--- src/rtl/qspi_pkg.sv ---
package qspi_pkg;
  typedef enum logic [1:0] {
    MODE_STD = 2'd0,
    MODE_QWR = 2'd1,
    MODE_QRD = 2'd2,
    MODE_OFF = 2'd3
  } qspi_mode_e;

  function automatic qspi_mode_e decode_mode(logic en, logic qm, logic qr);
    if (!en) return MODE_OFF;
    if (!qm) return MODE_STD;
    return qr ? MODE_QRD : MODE_QWR;
  endfunction
endpackage

--- src/rtl/qspi_txbuf.sv ---
module qspi_txbuf #(
  parameter int DATA_W = 8
) (
  input  logic              clk_i,
  input  logic              rst_ni,
  input  logic              we_i,
  input  logic [DATA_W-1:0] wdata_i,
  input  logic              take_i,
  output logic              tbe_o,
  output logic [DATA_W-1:0] data_o
);
  always_ff @(posedge clk_i or negedge rst_ni) begin
    if (!rst_ni) begin
      tbe_o  <= 1'b1;
      data_o <= '0;
    end else if (we_i) begin
      tbe_o  <= 1'b0;
      data_o <= wdata_i;
    end else if (take_i) begin
      tbe_o  <= 1'b1;
    end
  end
endmodule

--- src/rtl/qspi_seq.sv ---
module qspi_seq
  import qspi_pkg::*;
#(
  parameter int   DATA_W = 8,
  parameter int   LANES  = 4,
  parameter logic CPOL   = 1'b0
) (
  input  logic       clk_i,
  input  logic       rst_ni,
  input  logic       enable_i,
  input  logic       pending_i,
  input  qspi_mode_e live_mode_i,
  output logic       load_o,
  output logic       sample_o,
  output logic       shift_o,
  output logic       frame_done_o,
  output logic       active_o,
  output qspi_mode_e mode_q_o,
  output logic       sck_o
);
  localparam int CNT_W     = $clog2(DATA_W);
  localparam int STD_LAST  = DATA_W - 1;
  localparam int QUAD_LAST = DATA_W / LANES - 1;

  logic             phase_q;
  logic [CNT_W-1:0] cnt_q;
  logic             last_period;
  logic             end_period;

  assign last_period  = (mode_q_o == MODE_STD) ? (cnt_q == CNT_W'(STD_LAST))
                                               : (cnt_q == CNT_W'(QUAD_LAST));
  assign sample_o     = active_o & ~phase_q;
  assign end_period   = active_o & phase_q;
  assign frame_done_o = end_period & last_period;
  assign shift_o      = end_period & ~last_period;
  // byte boundary check: continue only with enable and a pending write
  assign load_o       = enable_i & pending_i & (~active_o | frame_done_o);
  assign sck_o        = sample_o ? ~CPOL : CPOL;

  always_ff @(posedge clk_i or negedge rst_ni) begin
    if (!rst_ni) begin
      active_o <= 1'b0;
      phase_q  <= 1'b0;
      cnt_q    <= '0;
      mode_q_o <= MODE_STD;
    end else if (load_o) begin
      active_o <= 1'b1;
      phase_q  <= 1'b0;
      cnt_q    <= '0;
      mode_q_o <= live_mode_i;
    end else if (frame_done_o) begin
      active_o <= 1'b0;
      phase_q  <= 1'b0;
    end else if (active_o) begin
      phase_q <= ~phase_q;
      if (phase_q) cnt_q <= cnt_q + 1'b1;
    end
  end
endmodule

--- src/rtl/qspi_datapath.sv ---
module qspi_datapath
  import qspi_pkg::*;
#(
  parameter int DATA_W = 8,
  parameter int LANES  = 4
) (
  input  logic              clk_i,
  input  logic              rst_ni,
  input  logic              load_i,
  input  logic [DATA_W-1:0] txdata_i,
  input  logic              sample_i,
  input  logic              shift_i,
  input  logic              frame_done_i,
  input  logic              read_i,
  input  qspi_mode_e        mode_q_i,
  input  logic [LANES-1:0]  io_di_i,
  output logic [LANES-1:0]  tx_lanes_o,
  output logic [DATA_W-1:0] rx_data_o,
  output logic              rbne_o
);
  logic [DATA_W-1:0] tx_sh;
  logic [DATA_W-1:0] rx_sh;
  logic              is_std;

  assign is_std = (mode_q_i == MODE_STD);

  always_ff @(posedge clk_i or negedge rst_ni) begin
    if (!rst_ni) begin
      tx_sh <= '0;
    end else if (load_i) begin
      tx_sh <= txdata_i;
    end else if (shift_i) begin
      tx_sh <= is_std ? (tx_sh << 1) : (tx_sh << LANES);
    end
  end

  always_ff @(posedge clk_i or negedge rst_ni) begin
    if (!rst_ni) begin
      rx_sh <= '0;
    end else if (sample_i) begin
      rx_sh <= is_std ? {rx_sh[DATA_W-2:0], io_di_i[1]}
                      : {rx_sh[DATA_W-LANES-1:0], io_di_i};
    end
  end

  always_ff @(posedge clk_i or negedge rst_ni) begin
    if (!rst_ni) begin
      rx_data_o <= '0;
      rbne_o    <= 1'b0;
    end else if (frame_done_i && mode_q_i != MODE_QWR) begin
      rx_data_o <= rx_sh;
      rbne_o    <= 1'b1;
    end else if (read_i) begin
      rbne_o    <= 1'b0;
    end
  end

  for (genvar g = 0; g < LANES; g++) begin : g_lane
    if (g == 0) begin : g_mosi
      assign tx_lanes_o[g] = is_std ? tx_sh[DATA_W-1] : tx_sh[DATA_W-LANES+g];
    end else begin : g_aux
      assign tx_lanes_o[g] = is_std ? 1'b0 : tx_sh[DATA_W-LANES+g];
    end
  end
endmodule

--- src/rtl/qspi_shift_engine.sv ---
module qspi_shift_engine
  import qspi_pkg::*;
#(
  parameter int   DATA_W = 8,
  parameter int   LANES  = 4,
  parameter logic CPOL   = 1'b0
) (
  input  logic              clk_i,
  input  logic              rst_ni,
  input  logic              enable_i,
  input  logic              quad_mode_i,
  input  logic              quad_read_i,
  input  logic              data_we_i,
  input  logic [DATA_W-1:0] data_wdata_i,
  input  logic              data_re_i,
  output logic [DATA_W-1:0] rx_data_o,
  output logic              tbe_o,
  output logic              rbne_o,
  output logic              sck_o,
  output logic [LANES-1:0]  io_do_o,
  output logic [LANES-1:0]  io_oe_o,
  input  logic [LANES-1:0]  io_di_i
);
  qspi_mode_e        live_mode, mode_q, oe_mode;
  logic              load, sample, shift, frame_done, active;
  logic [DATA_W-1:0] buf_data;
  logic [LANES-1:0]  tx_lanes;

  assign live_mode = decode_mode(enable_i, quad_mode_i, quad_read_i);
  assign oe_mode   = active ? mode_q : live_mode;

  always_comb begin
    unique case (oe_mode)
      MODE_STD: io_oe_o = LANES'(1);
      MODE_QWR: io_oe_o = '1;
      default:  io_oe_o = '0;
    endcase
  end

  assign io_do_o = tx_lanes & io_oe_o;

  qspi_txbuf #(.DATA_W(DATA_W)) u_txbuf (
    .clk_i   (clk_i),
    .rst_ni  (rst_ni),
    .we_i    (data_we_i),
    .wdata_i (data_wdata_i),
    .take_i  (load),
    .tbe_o   (tbe_o),
    .data_o  (buf_data)
  );

  qspi_seq #(.DATA_W(DATA_W), .LANES(LANES), .CPOL(CPOL)) u_seq (
    .clk_i        (clk_i),
    .rst_ni       (rst_ni),
    .enable_i     (enable_i),
    .pending_i    (~tbe_o),
    .live_mode_i  (live_mode),
    .load_o       (load),
    .sample_o     (sample),
    .shift_o      (shift),
    .frame_done_o (frame_done),
    .active_o     (active),
    .mode_q_o     (mode_q),
    .sck_o        (sck_o)
  );

  qspi_datapath #(.DATA_W(DATA_W), .LANES(LANES)) u_dp (
    .clk_i        (clk_i),
    .rst_ni       (rst_ni),
    .load_i       (load),
    .txdata_i     (buf_data),
    .sample_i     (sample),
    .shift_i      (shift),
    .frame_done_i (frame_done),
    .read_i       (data_re_i),
    .mode_q_i     (mode_q),
    .io_di_i      (io_di_i),
    .tx_lanes_o   (tx_lanes),
    .rx_data_o    (rx_data_o),
    .rbne_o       (rbne_o)
  );
endmodule

--- config.mk ---
export PLATFORM = sky130hd
export DESIGN_NAME = qspi_shift_engine
export DESIGN_NICKNAME = d
export VERILOG_FILES = /design/src/rtl/qspi_pkg.sv /design/src/rtl/qspi_txbuf.sv /design/src/rtl/qspi_seq.sv /design/src/rtl/qspi_datapath.sv /design/src/rtl/qspi_shift_engine.sv
export SDC_FILE = /design/constraint.sdc
export NUM_CORES = 1
export LEC_CHECK = 0
export ABC_AREA = 1
export ABC_CLOCK_PERIOD_IN_PS = 2750
export BUFFER_PORTS_ARGS = -buffer_cell sky130_fd_sc_hd__buf_2
export CORE_ASPECT_RATIO = 0.9
export CORE_MARGIN = 3
export CORE_UTILIZATION = 59
export DETAILED_ROUTE_END_ITERATION = 10
export PLACE_DENSITY = 0.86
export SYNTH_ARGS = -nofsm -noshare
export SYNTH_HDL_FRONTEND = slang
export SYNTH_HIERARCHICAL = 1
export SYNTH_SLANG_ARGS = --single-unit
--- constraint.sdc ---
create_clock -name clk_i -period 2.75 [get_ports clk_i]
set_input_delay 0.275 -clock clk_i [delete_from_list [all_inputs] [get_ports clk_i]]
set_output_delay 0.275 -clock clk_i [all_outputs]
set_load 0.05 [all_outputs]
## Yosys cells after proc, flatten, opt, wreduce, memory -nomap -nowiden

Index checks and enable logic that the tools add are counted.

- Register bits: 41
- Input bits: 19
- Word-level logic and storage cells: 71
- Output and inout bits: 19

- Bitwise logic cells: 12
- Mux-type cells: 32
- Equal/unequal tests: 5
- Add/subtract/negate cells: 1
- Reduce and logical (&&, ||, !) cells: 11

Operators with widths:

| operator | number |
|---|---|
| 8-bit 2-to-1 mux | 4 |
| 1-bit 2-to-1 mux | 17 |
| 2-bit 2-to-1 mux | 6 |
| 3-bit 2-to-1 mux | 4 |
| 2-bit nonzero test | 6 |
| 4-bit one-hot mux with 2 select lines | 1 |
| 1-bit AND | 6 |
| 4-bit AND | 1 |
| 2-bit logical NOT | 2 |
| 1-bit inverter | 4 |
| 3-bit by 1-bit adder with 3-bit output (second input constant) | 1 |
| 3-bit by 1-bit equality test with 1-bit output (second input constant) | 1 |
| 3-bit equality test (second input constant) | 1 |
| 3-bit AND reduction | 1 |
| 3-bit nonzero test | 1 |
| 2-bit by 1-bit equality test with 1-bit output (second input constant) | 1 |
| 2-bit by 1-bit != test with 1-bit output (second input constant) | 1 |
| 2-bit != test (second input constant) | 1 |
| 1-bit logical AND | 1 |
| 1-bit bitwise OR | 1 |

## Longest topological paths before layout

- Depth after elaboration: 8
- Mapped depth: 12
- Mapped depth without buffers: 11

## Cells and area by module

The synthesis kept the hierarchy.

By module, submodules not included:

| module | cells each | instances | area each (um^2) | sequential area each (um^2) |
|---|---|---|---|---|
| qspi_datapath | 164 | 1 | 1291.2 | 625.6 |
| qspi_seq | 52 | 1 | 415.4 | 175.2 |
| qspi_txbuf | 37 | 1 | 339.1 | 226.5 |
| qspi_shift_engine | 23 | 1 | 106.4 | 0.0 |

## Least setup slack after synthesis

Ideal clock, no wire load.

- Path kind: register to output
- From: reg u_seq.active_o
- To: out io_do_o[1]
- Required time: 2.475 ns
- Buffers on the path: 0
- Cell stages (with the launch flop): 5
- Slack: 0.540 ns
- Arrival time: 1.935 ns
- Cell sequence: dfrtp_1 inv_2 o21ai_2 nand2_2 nor2_1

- Cells in the longest elaborated chain, start to end: 4
- Elaborated cells between the ends (all ways): 5
- Classes of those cells: eq/ne (1); mux (2); bitwise (1); reduce/logical (1)

RTL lines:

| item | line | text |
|---|---|---|
| from (decl) | qspi_seq.sv:17 | `output logic active_o,` |
| from (signal assigned) | qspi_seq.sv:42 | `active_o <= 1'b0;` |
| from (signal assigned) | qspi_seq.sv:47 | `active_o <= 1'b1;` |
| from (signal assigned) | qspi_seq.sv:52 | `active_o <= 1'b0;` |
| 2-bit 2-to-1 mux * | qspi_shift_engine.sv:30 | `assign oe_mode = active ? mode_q : live_mode;` |
| 2-bit by 1-bit equality test with 1-bit output / 2-bit logical NOT (equally long branches) | qspi_shift_engine.sv:33 | `unique case (oe_mode)` |
| 4-bit one-hot mux with 2 select lines * | qspi_shift_engine.sv:33 |  |
| 4-bit AND * | qspi_shift_engine.sv:40 | `assign io_do_o = tx_lanes & io_oe_o;` |
| to (decl) | qspi_shift_engine.sv:20 | `output logic [LANES-1:0] io_do_o,` |

Mark *: on every way between the ends. The rest lies on a longest branch, timed or not.

## Worst setup path after layout

- From: reg u_seq.mode_q_o[0]
- To: reg u_dp.tx_sh[2]

- Cells in the longest elaborated chain, start to end: 6
- Elaborated cells between the ends (all ways): 11
- Classes of those cells: mux (4); bitwise (5); reduce/logical (2)

RTL lines:

| item | line | text |
|---|---|---|
| from (decl) | qspi_seq.sv:18 | `output qspi_mode_e mode_q_o,` |
| from (signal assigned) | qspi_seq.sv:50 | `mode_q_o <= live_mode_i;` |
| 2-bit logical NOT * | qspi_seq.sv:30 | `assign last_period = (mode_q_o == MODE_STD) ? (cnt_q == CNT_W'(STD_LAST))` |
| 1-bit 2-to-1 mux * | qspi_seq.sv:30 |  |
| 1-bit AND * | qspi_seq.sv:34 | `assign frame_done_o = end_period & last_period;` |
| 1-bit bitwise OR * | qspi_seq.sv:37 | `assign load_o = enable_i & pending_i & (~active_o \| frame_done_o);` |
| 1-bit AND * | qspi_seq.sv:37 |  |
| named net load | qspi_shift_engine.sv:25 | `logic load, sample, shift, frame_done, active;` |
| 8-bit 2-to-1 mux / 2-bit nonzero test (equally long branches) | n/a |  |
| to (signal assigned) | qspi_datapath.sv:31 | `tx_sh <= txdata_i;` |
| to (signal assigned) | qspi_datapath.sv:33 | `tx_sh <= is_std ? (tx_sh << 1) : (tx_sh << LANES);` |
| to (decl) | qspi_datapath.sv:21 | `logic [DATA_W-1:0] tx_sh;` |

Mark *: on every way through the listed nets, which the timed path passes. The rest lies on a longest branch. The select of a mux whose other input is x is not followed.
A chain may end at the register's enable or synchronous reset.

==> results.cfg <==
[grt]
grt_max_degree = 42
grt_pass1_wl_um = 7340
grt_pass1_vias = 1634
busiest_layer = met2
met1_usage_pct = 27.2
met2_usage_pct = 35.4
antenna_found_initial = 0
grt_overflow = 0
track_usage_pct = 20.6
grt_use_met3_pct = 3.51

[cells_and_area]
nets = 332
n_antenna_cell = 0
syn_to_final_growth_pct = 11.8
drive_gt1_share_pct = 25.9
final_util_pct = 70.2
fill_cells = 273

[clock_tree]
clk_pin_slew_worst_paths_ns = 0.08
insertion_delay_ns = 0.29
h-tree-depth = 2
clock-root-buffer = clkbuf_8
cts_setup_buffers = 0
cts_made_buffers = 5
cts_resized = 0
cts_hold_buf = 0
cts_tree = done
max-clock-path-buffers = 2
clock_sinks = 41

[setup_path]
crit_top_cell = nor2_1
crit_buf_inv = 1
cp-startpoint = u_seq/mode_q_o[0]$_DFFE_PN0P_
endpoint_kind = flip-flop
cp-start-kind = flip-flop
crit_slowest_cell = dfrtp_1
crit_path_max_fanout = 12
cp_slowest_stage_delay_ns = 0.46
rrSetupSlack_ns = 0.76
cp_top_family = simple AND/OR/NAND/NOR gates
arrival_ns = 2.16
critPathKind = flip-flop to flip-flop
cp.required_ns = 2.92
crit_chain = nor2_1 -> nor2_1 -> nor2_4 -> nand2_4 -> nand2_4 -> nand2_2 -> inv_1 -> nor2_1 -> a21boi_0 -> nand2_1
timing.rr.start = u_seq/mode_q_o[0]$_DFFE_PN0P_

[floorplanning]
coreArea_um2 = 3430
io_pins = 38
rows = 20
die-area_um2 = 4410
start_util_pct = 62.8
die_x_um = 69.7
die_height_um = 63.3

[sta]
slew_headroom_pct = 42.5
tightest_slew_ns = 0.863
finalSetupTns_ns = 0
slew_violations = 0
hold_viol_final = 0
fmax_ghz = 0.503
setup_viol = 0
rsz0062_at_grt = false
min_period_over_period_pct = 72.3
skew_ns = 0.00543
hold_ws_ns = 0.0900
min_period_ns = 1.99

[pwr]
total_power_mw = 3.30
peakVddDrop_mv = 0.513
p_leak_nw = 1.39
power.density_nw_per_um2 = 1370

[status]
status = complete, no violations

[synth]
synth.distinct_cells = 24
synth_area_leaders = dfrtp_1, nand2_1, inv_1, nand3_1, o21ai_2
synth_edf_count = 0
synth.most_common_cell = nand2_1
synth.top_cell.area_share_pct = 46.5
synth.avg_cell_area_um2 = 7.80
ys.flop_type = dfrtp_1
yosysTopAreaCell = dfrtp_1
netlist_instances = 276
syn_nets = 296
yosys_register_bits = 41
async_flop_share_pct = 100
yosysWarnings = 6
synth_seq_area_share_pct = 47.7
synth_commonest_cells = nand2_1, dfrtp_1, inv_1
synthesis.area_um2 = 2150

[min_path]
hold_class = input port to async pin

[route]
vias = 1747
routedWlPerCell_um = 11.3
wl_um = 4030
final_antenna_net_count = 0
drc = 0
routed_via_density = 4.89
detail_route.first_pass.iterations = 4
drt-initial-drc-count = 107

[placement]
globalplace.congestion = 0.823
numPortBuffers = 37
dp_hpwl_um = 2940

[run]
cap_violations = 0
==> cell type report <==
cell class	instances	area (µm²)	area share, %
Inverter	39	146	6.08
Sequential cell	41	1030	42.7
Timing Repair Buffer	39	200	8.32
Tap cell	44	55.1	2.29
Multi-Input combinational cell	186	891	37.0
Clock buffer	5	68.8	2.86
Clock inverter	3	17.5	0.728
==> metrics by stage <==
step	worst slack (ns)	area [µm²]	std cells
floorplan	0.540	2150	276
global placement	0.887	2320	349
detailed placement	0.785	2320	349
CTS	0.772	2410	357
global route	0.577	2410	357
finish	0.761	2410	357
==> routing by layer <==
metal | wire (µm) | up-vias
li1 | - | 911
met4 | 44 | 0
met2 | 1960 | 50
met1 | 1800 | 781
met5 | 0 | -
met3 | 221 | 5
==> flip-flops by register name (all words and copies together) (netlist names) <==
register / count
u_dp/rbne_o: 1
u_txbuf/tbe_o: 1
u_dp/tx_sh: 8
u_txbuf/data_o: 8
u_seq/phase_q: 1
u_seq/cnt_q: 3
u_seq/mode_q_o: 2
u_seq/active_o: 1
u_dp/rx_sh: 8
u_dp/rx_data_o: 8
==> cell families after synthesis <==
kind of cell    count (synthesis)  share of synthesized area (%)
xor+xnor                        1                          0.407
fa+ha+maj                       1                          0.581
simple gates                  165                           33.5
flops                          41                           47.7
buf+inv                        49                           10.9
compound gates                 19                           6.86
==> path summary, 6_finish.rpt <==
check                                                end  cells after the start
max                            u_dp/tx_sh[2]$_DFFE_PN0P_                     10
min                              u_dp/rbne_o$_DFFE_PN0P_                      1
max reg2reg                    u_dp/tx_sh[2]$_DFFE_PN0P_                     10
min reg2reg                u_txbuf/data_o[0]$_DFFE_PN0P_                      2
max in group asynchronous      u_dp/tx_sh[3]$_DFFE_PN0P_                      1
min in group clk_i               u_dp/rbne_o$_DFFE_PN0P_                      2
==> power breakdown <==
part	switching, mW	total [mW]	leakage [nW]	internal (mW)
registers	0.183	1.03	0.506	0.849
logic	1.37	1.89	0.837	0.517
clock network	0.203	0.378	0.0439	0.175
total	1.75	3.30	1.39	1.54
==> worst reg2reg max path: stages, from the launching register on <==
cell      delay, ns
dfrtp_1        0.46
nor2_1         0.15
nor2_1         0.09
nor2_4         0.18
nand2_4        0.08
nand2_4        0.08
nand2_2        0.06
inv_1          0.28
nor2_1         0.21
a21boi_0       0.22
nand2_1        0.07
==> layout by cell type (no fill, tap or decap), types with 2 or more instances in the layout <==
cell / instances
nand2_2: 10
inv_1: 33
buf_2: 37
nand2_4: 3
nand4_1: 2
nand3_1: 20
o21ai_2: 9
dfrtp_1: 40
nor2_1: 15
buf_4: 2
nor2_2: 2
clkinv_2: 2
a21boi_0: 6
clkbuf_8: 5
o21ai_0: 3
nand2_1: 110
inv_2: 6
No activity file was read; power rests on OpenSTA's default activity.
